`src/rtl/wfc_pkg.sv`:
```
package wfc_pkg;
    localparam int WORD_W = 6;
    localparam int DATA_W = 8;
    localparam int REG_N  = 8;
    localparam int IDX_W  = $clog2(REG_N);
    localparam logic [WORD_W-1:0] START_MARK = '1;

    typedef enum logic [2:0] {
        OP_SHOW = 3'b000,
        OP_ADD  = 3'b001,
        OP_ADDK = 3'b010,
        OP_AND  = 3'b011,
        OP_ANDK = 3'b100,
        OP_OR   = 3'b101,
        OP_ORK  = 3'b110,
        OP_LOAD = 3'b111
    } op_e;

    typedef enum logic [1:0] {
        SQ_WAIT,
        SQ_W0,
        SQ_W1,
        SQ_W2
    } seq_e;

    typedef struct packed {
        logic              fire;
        op_e               op;
        logic [IDX_W-1:0]  dst;
        logic [IDX_W-1:0]  ra;
        logic [IDX_W-1:0]  rb;
        logic [DATA_W-1:0] imm;
    } issue_t;

    function automatic logic [1:0] word_count(input op_e op);
        case (op)
            OP_SHOW:                 return 2'd1;
            OP_ADD, OP_AND, OP_OR:   return 2'd2;
            default:                 return 2'd3;
        endcase
    endfunction

    function automatic logic takes_const(input op_e op);
        return (op == OP_ADDK) || (op == OP_ANDK) || (op == OP_ORK) || (op == OP_LOAD);
    endfunction
endpackage

```
`src/rtl/wfc_seq.sv`:
```
module wfc_seq
    import wfc_pkg::*;
(
    input  logic              clk,
    input  logic              rst,
    input  logic [WORD_W-1:0] word,
    output issue_t            iss
);
    seq_e             st, st_nx;
    op_e              op_q;
    logic [IDX_W-1:0] ra_q, dst_q, lo_q;
    op_e              op_w;

    assign op_w = op_e'(word[WORD_W-1:WORD_W-3]);

    always_ff @(posedge clk) begin
        if (rst) begin
            st    <= SQ_WAIT;
            op_q  <= OP_SHOW;
            ra_q  <= '0;
            dst_q <= '0;
            lo_q  <= '0;
        end else begin
            st <= st_nx;
            case (st)
                SQ_W0: begin
                    op_q <= op_w;
                    ra_q <= word[2:0];
                end
                SQ_W1: begin
                    dst_q <= word[WORD_W-1:WORD_W-3];
                    lo_q  <= word[2:0];
                end
                default: ;
            endcase
        end
    end

    always_comb begin
        st_nx    = st;
        iss      = '0;
        iss.op   = op_q;
        iss.ra   = ra_q;
        iss.dst  = dst_q;
        iss.rb   = lo_q;
        iss.imm  = {lo_q, word[4:0]};
        case (st)
            SQ_WAIT: begin
                if (word == START_MARK) st_nx = SQ_W0;
            end
            SQ_W0: begin
                iss.op = op_w;
                iss.ra = word[2:0];
                if (word_count(op_w) == 2'd1) begin
                    iss.fire = 1'b1;
                    st_nx    = SQ_W0;
                end else begin
                    st_nx = SQ_W1;
                end
            end
            SQ_W1: begin
                iss.dst = word[WORD_W-1:WORD_W-3];
                iss.rb  = word[2:0];
                if (word_count(op_q) == 2'd2) begin
                    iss.fire = 1'b1;
                    st_nx    = SQ_W0;
                end else begin
                    st_nx = SQ_W2;
                end
            end
            default: begin
                iss.fire = 1'b1;
                st_nx    = SQ_W0;
            end
        endcase
    end

    // the marker moves the sequencer to word 0
    a_r2_marker_starts: assert property (@(posedge clk) disable iff (rst)
        (st == SQ_WAIT && word == START_MARK) |=> (st == SQ_W0));
    // any other word keeps it waiting
    a_r2_wait_holds: assert property (@(posedge clk) disable iff (rst)
        (st == SQ_WAIT && word != START_MARK) |=> (st == SQ_WAIT));
    // once started, never back to waiting without reset
    a_r8_no_rearm: assert property (@(posedge clk) disable iff (rst)
        (st != SQ_WAIT) |=> (st != SQ_WAIT));
    // after completion the next word is word 0
    a_r10_back_to_back: assert property (@(posedge clk) disable iff (rst)
        iss.fire |=> (st == SQ_W0));
    // a constant instruction completes only from the third word
    a_r5_third_word: assert property (@(posedge clk) disable iff (rst)
        (iss.fire && takes_const(iss.op)) |-> (st == SQ_W2));
endmodule

```
`src/rtl/wfc_rf.sv`:
```
module wfc_rf #(
    parameter int N = 8,
    parameter int W = 8,
    localparam int AW = $clog2(N)
) (
    input  logic          clk,
    input  logic          rst,
    input  logic          we,
    input  logic [AW-1:0] waddr,
    input  logic [W-1:0]  wdata,
    input  logic [AW-1:0] raddr_a,
    input  logic [AW-1:0] raddr_b,
    output logic [W-1:0]  rdata_a,
    output logic [W-1:0]  rdata_b
);
    logic [W-1:0] regs [N];

    always_ff @(posedge clk) begin
        for (int i = 0; i < N; i++) begin
            if (rst) begin
                regs[i] <= '0;
            end else if (we && waddr == AW'(i)) begin
                regs[i] <= wdata;
            end
        end
    end

    assign rdata_a = regs[raddr_a];
    assign rdata_b = regs[raddr_b];

    // a write lands in the addressed register on the next cycle
    a_r4_commit: assert property (@(posedge clk) disable iff (rst)
        we |=> (regs[$past(waddr)] == $past(wdata)));
    // registers untouched when no write is issued
    a_r1_no_spurious: assert property (@(posedge clk) disable iff (rst)
        !we |=> (regs[$past(raddr_a)] == $past(rdata_a)));
endmodule

```
`src/rtl/wfc_alu.sv`:
```
module wfc_alu
    import wfc_pkg::*;
(
    input  op_e               op,
    input  logic [DATA_W-1:0] a,
    input  logic [DATA_W-1:0] b,
    input  logic [DATA_W-1:0] imm,
    output logic [DATA_W-1:0] y,
    output logic              writes
);
    logic [DATA_W-1:0] rhs;

    always_comb begin
        rhs    = takes_const(op) ? imm : b;
        writes = (op != OP_SHOW);
        case (op)
            OP_ADD, OP_ADDK: y = a + rhs;
            OP_AND, OP_ANDK: y = a & rhs;
            OP_OR,  OP_ORK:  y = a | rhs;
            OP_LOAD:         y = rhs;
            default:         y = a;
        endcase
    end
endmodule

```
`src/rtl/wordfed_cpu.sv`:
```
module wordfed_cpu
    import wfc_pkg::*;
(
    input  logic              clk,
    input  logic              rst,
    input  logic [WORD_W-1:0] word_in,
    output logic [DATA_W-1:0] data_out
);
    issue_t            iss;
    logic [DATA_W-1:0] val_a, val_b, result;
    logic              alu_writes;
    logic              show_now;

    wfc_seq u_seq (
        .clk  (clk),
        .rst  (rst),
        .word (word_in),
        .iss  (iss)
    );

    wfc_rf #(.N(REG_N), .W(DATA_W)) u_rf (
        .clk     (clk),
        .rst     (rst),
        .we      (iss.fire && alu_writes),
        .waddr   (iss.dst),
        .wdata   (result),
        .raddr_a (iss.ra),
        .raddr_b (iss.rb),
        .rdata_a (val_a),
        .rdata_b (val_b)
    );

    wfc_alu u_alu (
        .op     (iss.op),
        .a      (val_a),
        .b      (val_b),
        .imm    (iss.imm),
        .y      (result),
        .writes (alu_writes)
    );

    assign show_now = iss.fire && (iss.op == OP_SHOW);

    always_ff @(posedge clk) begin
        if (rst) begin
            data_out <= '0;
        end else if (show_now) begin
            data_out <= val_a;
        end
    end

    // output holds unless a display completes
    a_r9_hold: assert property (@(posedge clk) disable iff (rst)
        !show_now |=> $stable(data_out));
    // display presents the selected register one edge later
    a_r3_show: assert property (@(posedge clk) disable iff (rst)
        show_now |=> (data_out == $past(val_a)));
endmodule

```
`config.mk`:
```
export PLATFORM = sky130hd
export DESIGN_NAME = wordfed_cpu
export DESIGN_NICKNAME = d
export VERILOG_FILES = /design/src/rtl/wfc_pkg.sv /design/src/rtl/wfc_seq.sv /design/src/rtl/wfc_rf.sv /design/src/rtl/wfc_alu.sv /design/src/rtl/wordfed_cpu.sv
export SDC_FILE = /design/constraint.sdc
export NUM_CORES = 1
export LEC_CHECK = 0
export BUFFER_PORTS_ARGS = -buffer_cell sky130_fd_sc_hd__buf_2
export CORE_MARGIN = 2
export CORE_UTILIZATION = 32
export CTS_CLUSTER_SIZE = 14
export DETAILED_ROUTE_END_ITERATION = 10
export HOLD_SLACK_MARGIN = 0.08
export PLACE_DENSITY_LB_ADDON = 0.15
export REMOVE_ABC_BUFFERS = 1
export SYNTH_ARGS = -nofsm -noshare
export SYNTH_HDL_FRONTEND = slang
export SYNTH_SLANG_ARGS = --single-unit
```
`constraint.sdc`:
```
create_clock -name clk -period 11.8 [get_ports clk]
set_clock_uncertainty 0.15 [all_clocks]
set_input_delay 1.18 -clock clk [delete_from_list [all_inputs] [get_ports clk]]
set_output_delay 1.18 -clock clk [all_outputs]
set_load 0.02 [all_outputs]
```
-- Yosys cells after proc, flatten, opt, wreduce, memory -nomap -nowiden
Memories as Yosys holds them, arrays and structs flattened.
Index checks and enable logic that the tools add are counted.
- register bits after elaboration: 22
- RAM bits: 64
- bits of input ports: 8
- logic and storage cells: 119
- memories kept: 1
- memories (name ; words ; width ; rd ports ; clocked after Yosys merged registers in ; wr ports ; line ; source):
    u_rf.regs ; 8 ; 8 ; 2 ; 0 ; 8 ; wfc_rf.sv:16 ; logic [W-1:0] regs [N];
- add/subtract/negate cells: 1
- eq/ne operators: 26
- multiplexer cells: 51
- bitwise operators: 10
- reductions and logical operators: 24
- operator list (cell ; count):
    $mux 8 ; 9
    $pmux 8 s4 ; 1
    $eq 3x3->1 const B ; 10
    $mux 1 ; 28
    $eq 3x2->1 const B ; 6
    $eq 3x1->1 const B ; 4
    $logic_not 3->1 ; 4
    $mux 3 ; 4
    $logic_and 1x1->1 ; 10
    $mux 2 ; 5
    $add 8x8->8 ; 1
    $and 8x8->8 ; 1
    $or 1x1->1 ; 8
    $or 8x8->8 ; 1
    $pmux 2 s2 ; 2
    $eq 6x6->1 const B ; 1
    $pmux 2 s3 ; 1
    $reduce_or 2->1 ; 3
    $reduce_or 3->1 ; 2
    $eq 2x1->1 const B ; 2
    $eq 2x2->1 const B ; 2
    $logic_or 1x1->1 ; 3
    $pmux 1 s3 ; 1
    $reduce_bool 3->1 ; 1
    2 further kinds ; 2

-- Depth between registers and ports, before layout
- word-level depth: 13
- depth in mapped cells: 18
- depth with buffers taken out: 15

-- Modules after synthesis
A second synthesis with hierarchy kept.
- cells, all modules: 482
- area total of the unflattened synthesis: 5790.6 µm²
- modules (own cells, without submodules) (module ; times used ; cells an instance ; area each (µm²) ; seq. area each (µm²)):
    wfc_rf ; 1 ; 224 ; 3538.4 ; 1921.8
    wfc_alu ; 1 ; 154 ; 1144.8 ; 0.0
    wfc_seq ; 1 ; 68 ; 721.9 ; 280.3
    wordfed_cpu ; 1 ; 36 ; 385.4 ; 160.2

-- Least setup slack after synthesis
OpenSTA, ideal clock, no wires.
- path type: input -> register
- from: in word_in[1]
- to: mem u_rf.regs[1][1] (data pin)
- setup time: 0.143 ns
- arrival: 4.274 ns
- required time: 11.507 ns
- setup slack: 7.233 ns
- stages on the path: 14
- buffers on the path: 2
- cell sequence: buf_2 -> mux2i_2 -> buf_2 -> mux4_2 -> mux2i_1 -> nor2_1 -> a21o_1 -> ha_1 -> inv_1 -> fa_1 -> maj3_1 -> a211oi_1 -> a221oi_4 -> nor2_1
- RTL lines (element ; line ; source):
    start, declared ; wordfed_cpu.sv:6 ; input logic [WORD_W-1:0] word_in,
    end, declared ; wfc_rf.sv:16 ;

==> summary.txt <==
GRT
  • Vias in the first global route: roughly 5000
  • Maximum number of pins on one net before global-route repair: 50
  • Overflow after GRT: 0
  • Initial antenna violation count: 0
  • Global-route total usage across every layer: about a fifth
  • First-pass GRT wire length: 30.8 mm

Route
  • Remaining DRCs: 0
  • 1st-iter DRT viols: 506
  • DRT Pass-1 Iters: 5
  • Drt total wl: 20.1 mm
  • Vias post-DR: 5223
  • Average routed wire per standard cell: 22.5 µm
  • Post-route ant nets: 0
  • Vias per Instance: just under 6

Yosys
  • Syn_area_per_cell: 9.69 µm²
  • Fraction of the yosys area taken by sequential cells: 38.3%
  • Flop and latch count out of synthesis: 86
  • Post-synthesis instance area: approximately 0.006 mm²
  • Top flip-flop cell by instance count after synthesis: sky130_fd_sc_hd__edfxtp_1
  • Async SR Flop Fraction: 0%
  • Cells after synthesis: 637
  • Count of cell types in the netlist: 83
  • Synth warnings: 0
  • Number of enable flip-flop cells after synthesis: 64

Critical path
  • Worst path bufs/invs: 3
  • Number of cells traversed by the worst register-to-register path: 14
  • Top delay family on crit path: multiplexers
  • Crit path cell chain: buf_2 > buf_4 > mux2i_4 > mux4_2 > mux2i_1 > nor2_1 > a21o_1 > ha_1 > inv_1 > fa_1 > maj3_1 > a211oi_1 > a221oi_4 > nor2_1
  • Delay of the slowest cell on the worst path: roughly 0.81 ns
  • Setup Crit Path Kind: input pin to register
  • Critical R2R Launch: u_seq.st[0]
  • Flop-to-flop setup slack: 6.55 ns
  • Maximum fanout count along the critical path: 33
  • Most used cell along the critical path: sky130_fd_sc_hd__nor2_1
  • Endpoint of the worst-slack reg-to-reg timing path: u_rf.regs[3][1]
  • CP required: 11.85 ns
  • Highest-delay cell along the critical path: sky130_fd_sc_hd__mux2i_4
  • Critical Path Source Type: input pin
  • Worst setup EP type: register
  • Arrival time at the worst endpoint: 5.31 ns

STA
  • Max Slew Vio Count: 0
  • Clock period minus final worst setup slack: approximately 5.3 ns
  • Relative slew margins: 12.7%
  • RSZ-0062 raised after global routing: no
  • Hold Violations, Final: 0
  • Slew @ Worst Pin: 1.27 ns
  • Final setup TNS: 0 ns
  • Final critical-path share of the clock period: 44.6%
  • Timing-limited maximum frequency: ~0.19 GHz
  • Final setup violation count: 0

Die
  • Y dimension of the die: around 140 µm
  • Full die area: 0.0204 mm²
  • Initial core utilization: 32.8%
  • Placeable Area: between 0.015 and 0.02 mm²
  • Number of top-level design ports: 16
  • DIE WIDTH: 143 µm
  • Floorplan row count: 50

Clock network
  • H-tree levels: 3
  • Clock sink count: 86
  • Bufs on Longest Clock Path: 2
  • Number of hold buffers added after cts: 0
  • Number of buffers created by CTS: 9
  • Number of gates given a new drive strength after cts: 0
  • CTS tree: built
  • Clock Latency Late Sink: 0.36 ns
  • Root buffer cell: sky130_fd_sc_hd__clkbuf_16
  • Post-CTS Setup Bufs: 0
  • Clock-pin slew of the registers on the worst-case setup and hold paths: roughly 0.080 ns

Hold path
  • Number of cells on the worst hold path: 2
  • End point of the worst hold path: data_out[4]
  • Start point of the worst hold path: data_out[4]
  • Class of the most critical hold timing path: register to register

Final layout
  • Fill cell instance count of the final layout: ~1900
  • Nets@finish: 656
  • Ant diodes: 0
  • Fraction of layout cells with a size suffix above 1: a little over an eighth
  • Synth-to-Final Area Change: 8.80%

Place
  • GPL Wtd Cong: 0.881
  • Port Buf Inserts: 15
  • DPL Wire Length: roughly 14 mm

Power
  • Total design power: 0.974 mW
  • Total leakage power: 2.60 nW
  • Worst vdd rail ir drop: between 0.00005 and 0.00006 V
  • Power Dens Cells: about 150 mW/mm²

Status
  • Status: finished, final reports clean

Run
  • Number of max-capacitance violations reported: 0
## layout make-up
type	instances	area (µm²)	share of cell area (%)
multi-input cells	483	3500	52.1
flip-flops and latches	86	2360	35.2
well taps	260	325	4.84
clock buffers	9	225	3.35
repair buffers	20	113	1.68
inverters	27	101	1.51
clock inverters	7	88.8	1.32
## stage by stage
stage	hold WS [ns]	std cells	util [%]	setup slack (ns)	instance area [µm²]
final	0.346	892	35.7	6.54	6720
after CTS	0.350	892	35.7	6.48	6720
after floorplan	0.340	596	-	7.18	5960
after detailed placement	0.340	876	34.0	6.19	6400
after global routing	0.364	892	35.7	6.09	6720
after global placement	0.335	876	34.0	6.18	6400
## worst max-delay path by stage
stage / from / to / slack (ns) / cells past startpoint
after detailed placement: word_in[0] / u_rf.regs[3][1] / 6.19 / 14
after global routing: u_seq.st[0] / u_rf.regs[3][1] / 6.09 / 14
final: word_in[0] / u_rf.regs[3][1] / 6.54 / 14
after floorplan: word_in[0] / u_rf.regs[1][1] / 7.18 / 12
after global placement: word_in[0] / u_rf.regs[4][1] / 6.18 / 14
after CTS: u_seq.st[0] / u_rf.regs[3][1] / 6.48 / 14
## report_power, final
part | internal, mW | switching [mW]
clock network | 0.170 | 0.141
logic | 0.108 | 0.209
registers | 0.335 | 0.0119
total | 0.613 | 0.361
## routing by layer
| layer | vias to the layer above | GRT usage (%) | routed length (µm) |
|---|---|---|---|
| met5 | - | 0 | 0 |
| met4 | 0 | 8.03 | 442 |
| met3 | 35 | 3.22 | 1200 |
| met2 | 214 | 32.2 | 9440 |
| met1 | 2587 | 27.8 | 9000 |
| li1 | 2387 | - | - |
## cell families (layout without fill, tap and decap cells)
| kind of cell | after synthesis | count (layout) | share of synthesized area [%] |
|---|---|---|---|
| AOI/OAI and AO/OA | 210 | 210 | 24.6 |
| and+or+nand+nor | 204 | 204 | 16.4 |
| DFF | 86 | 86 | 38.3 |
| buffers and inverters | 68 | 63 | 5.07 |
| muxes | 38 | 38 | 9.73 |
| adders and majority gates | 27 | 27 | 5.35 |
| xor gates and xnor gates | 4 | 4 | 0.568 |
## synth_stat cells (6+ instances only)
master	count	area (µm²)
sky130_fd_sc_hd__a211o_1	6	52.6
sky130_fd_sc_hd__a211oi_1	15	113
sky130_fd_sc_hd__a21o_1	24	180
sky130_fd_sc_hd__a21oi_1	68	340
sky130_fd_sc_hd__a2bb2oi_1	6	52.6
sky130_fd_sc_hd__buf_2	16	80.1
sky130_fd_sc_hd__clkbuf_1	19	71.3
sky130_fd_sc_hd__dfxtp_1	22	440
sky130_fd_sc_hd__edfxtp_1	64	1920
sky130_fd_sc_hd__ha_1	20	250
sky130_fd_sc_hd__inv_1	27	101
sky130_fd_sc_hd__maj3_1	6	60.1
sky130_fd_sc_hd__mux2i_1	17	170
sky130_fd_sc_hd__mux4_2	16	360
sky130_fd_sc_hd__nand2_1	32	120
sky130_fd_sc_hd__nand2b_1	12	75.1
sky130_fd_sc_hd__nand3_1	8	40.0
sky130_fd_sc_hd__nor2_1	97	364
sky130_fd_sc_hd__nor2b_1	6	37.5
sky130_fd_sc_hd__nor3_1	12	60.1
sky130_fd_sc_hd__o21ai_0	18	90.1
sky130_fd_sc_hd__o221ai_1	7	61.3
sky130_fd_sc_hd__o22ai_1	7	43.8
## placed cells by master, fill, tap and decap left out, types with 16 or more instances in the layout
cell type                   n
sky130_fd_sc_hd__nor2_1    97
sky130_fd_sc_hd__a21oi_1   68
sky130_fd_sc_hd__edfxtp_1  64
sky130_fd_sc_hd__nand2_1   32
sky130_fd_sc_hd__inv_1     27
sky130_fd_sc_hd__a21o_1    24
sky130_fd_sc_hd__dfxtp_1   22
sky130_fd_sc_hd__ha_1      19
sky130_fd_sc_hd__o21ai_0   18
sky130_fd_sc_hd__mux2i_1   17
sky130_fd_sc_hd__mux4_2    16
## worst min-delay path, cell delays in order (launching register included)
cell and delay, ns:
sky130_fd_sc_hd__dfxtp_1 0.31, sky130_fd_sc_hd__nor2_1 0.09, sky130_fd_sc_hd__a211oi_1 0.05
## registers in the layout, summed over array words and instances (netlist names)
register / cells
u_seq.op_q: 3
u_rf.regs: 64
u_seq.lo_q: 3
data_out: 8
u_seq.st: 2
u_seq.ra_q: 3
u_seq.dst_q: 3
Power figures use the tool's default switching activity.
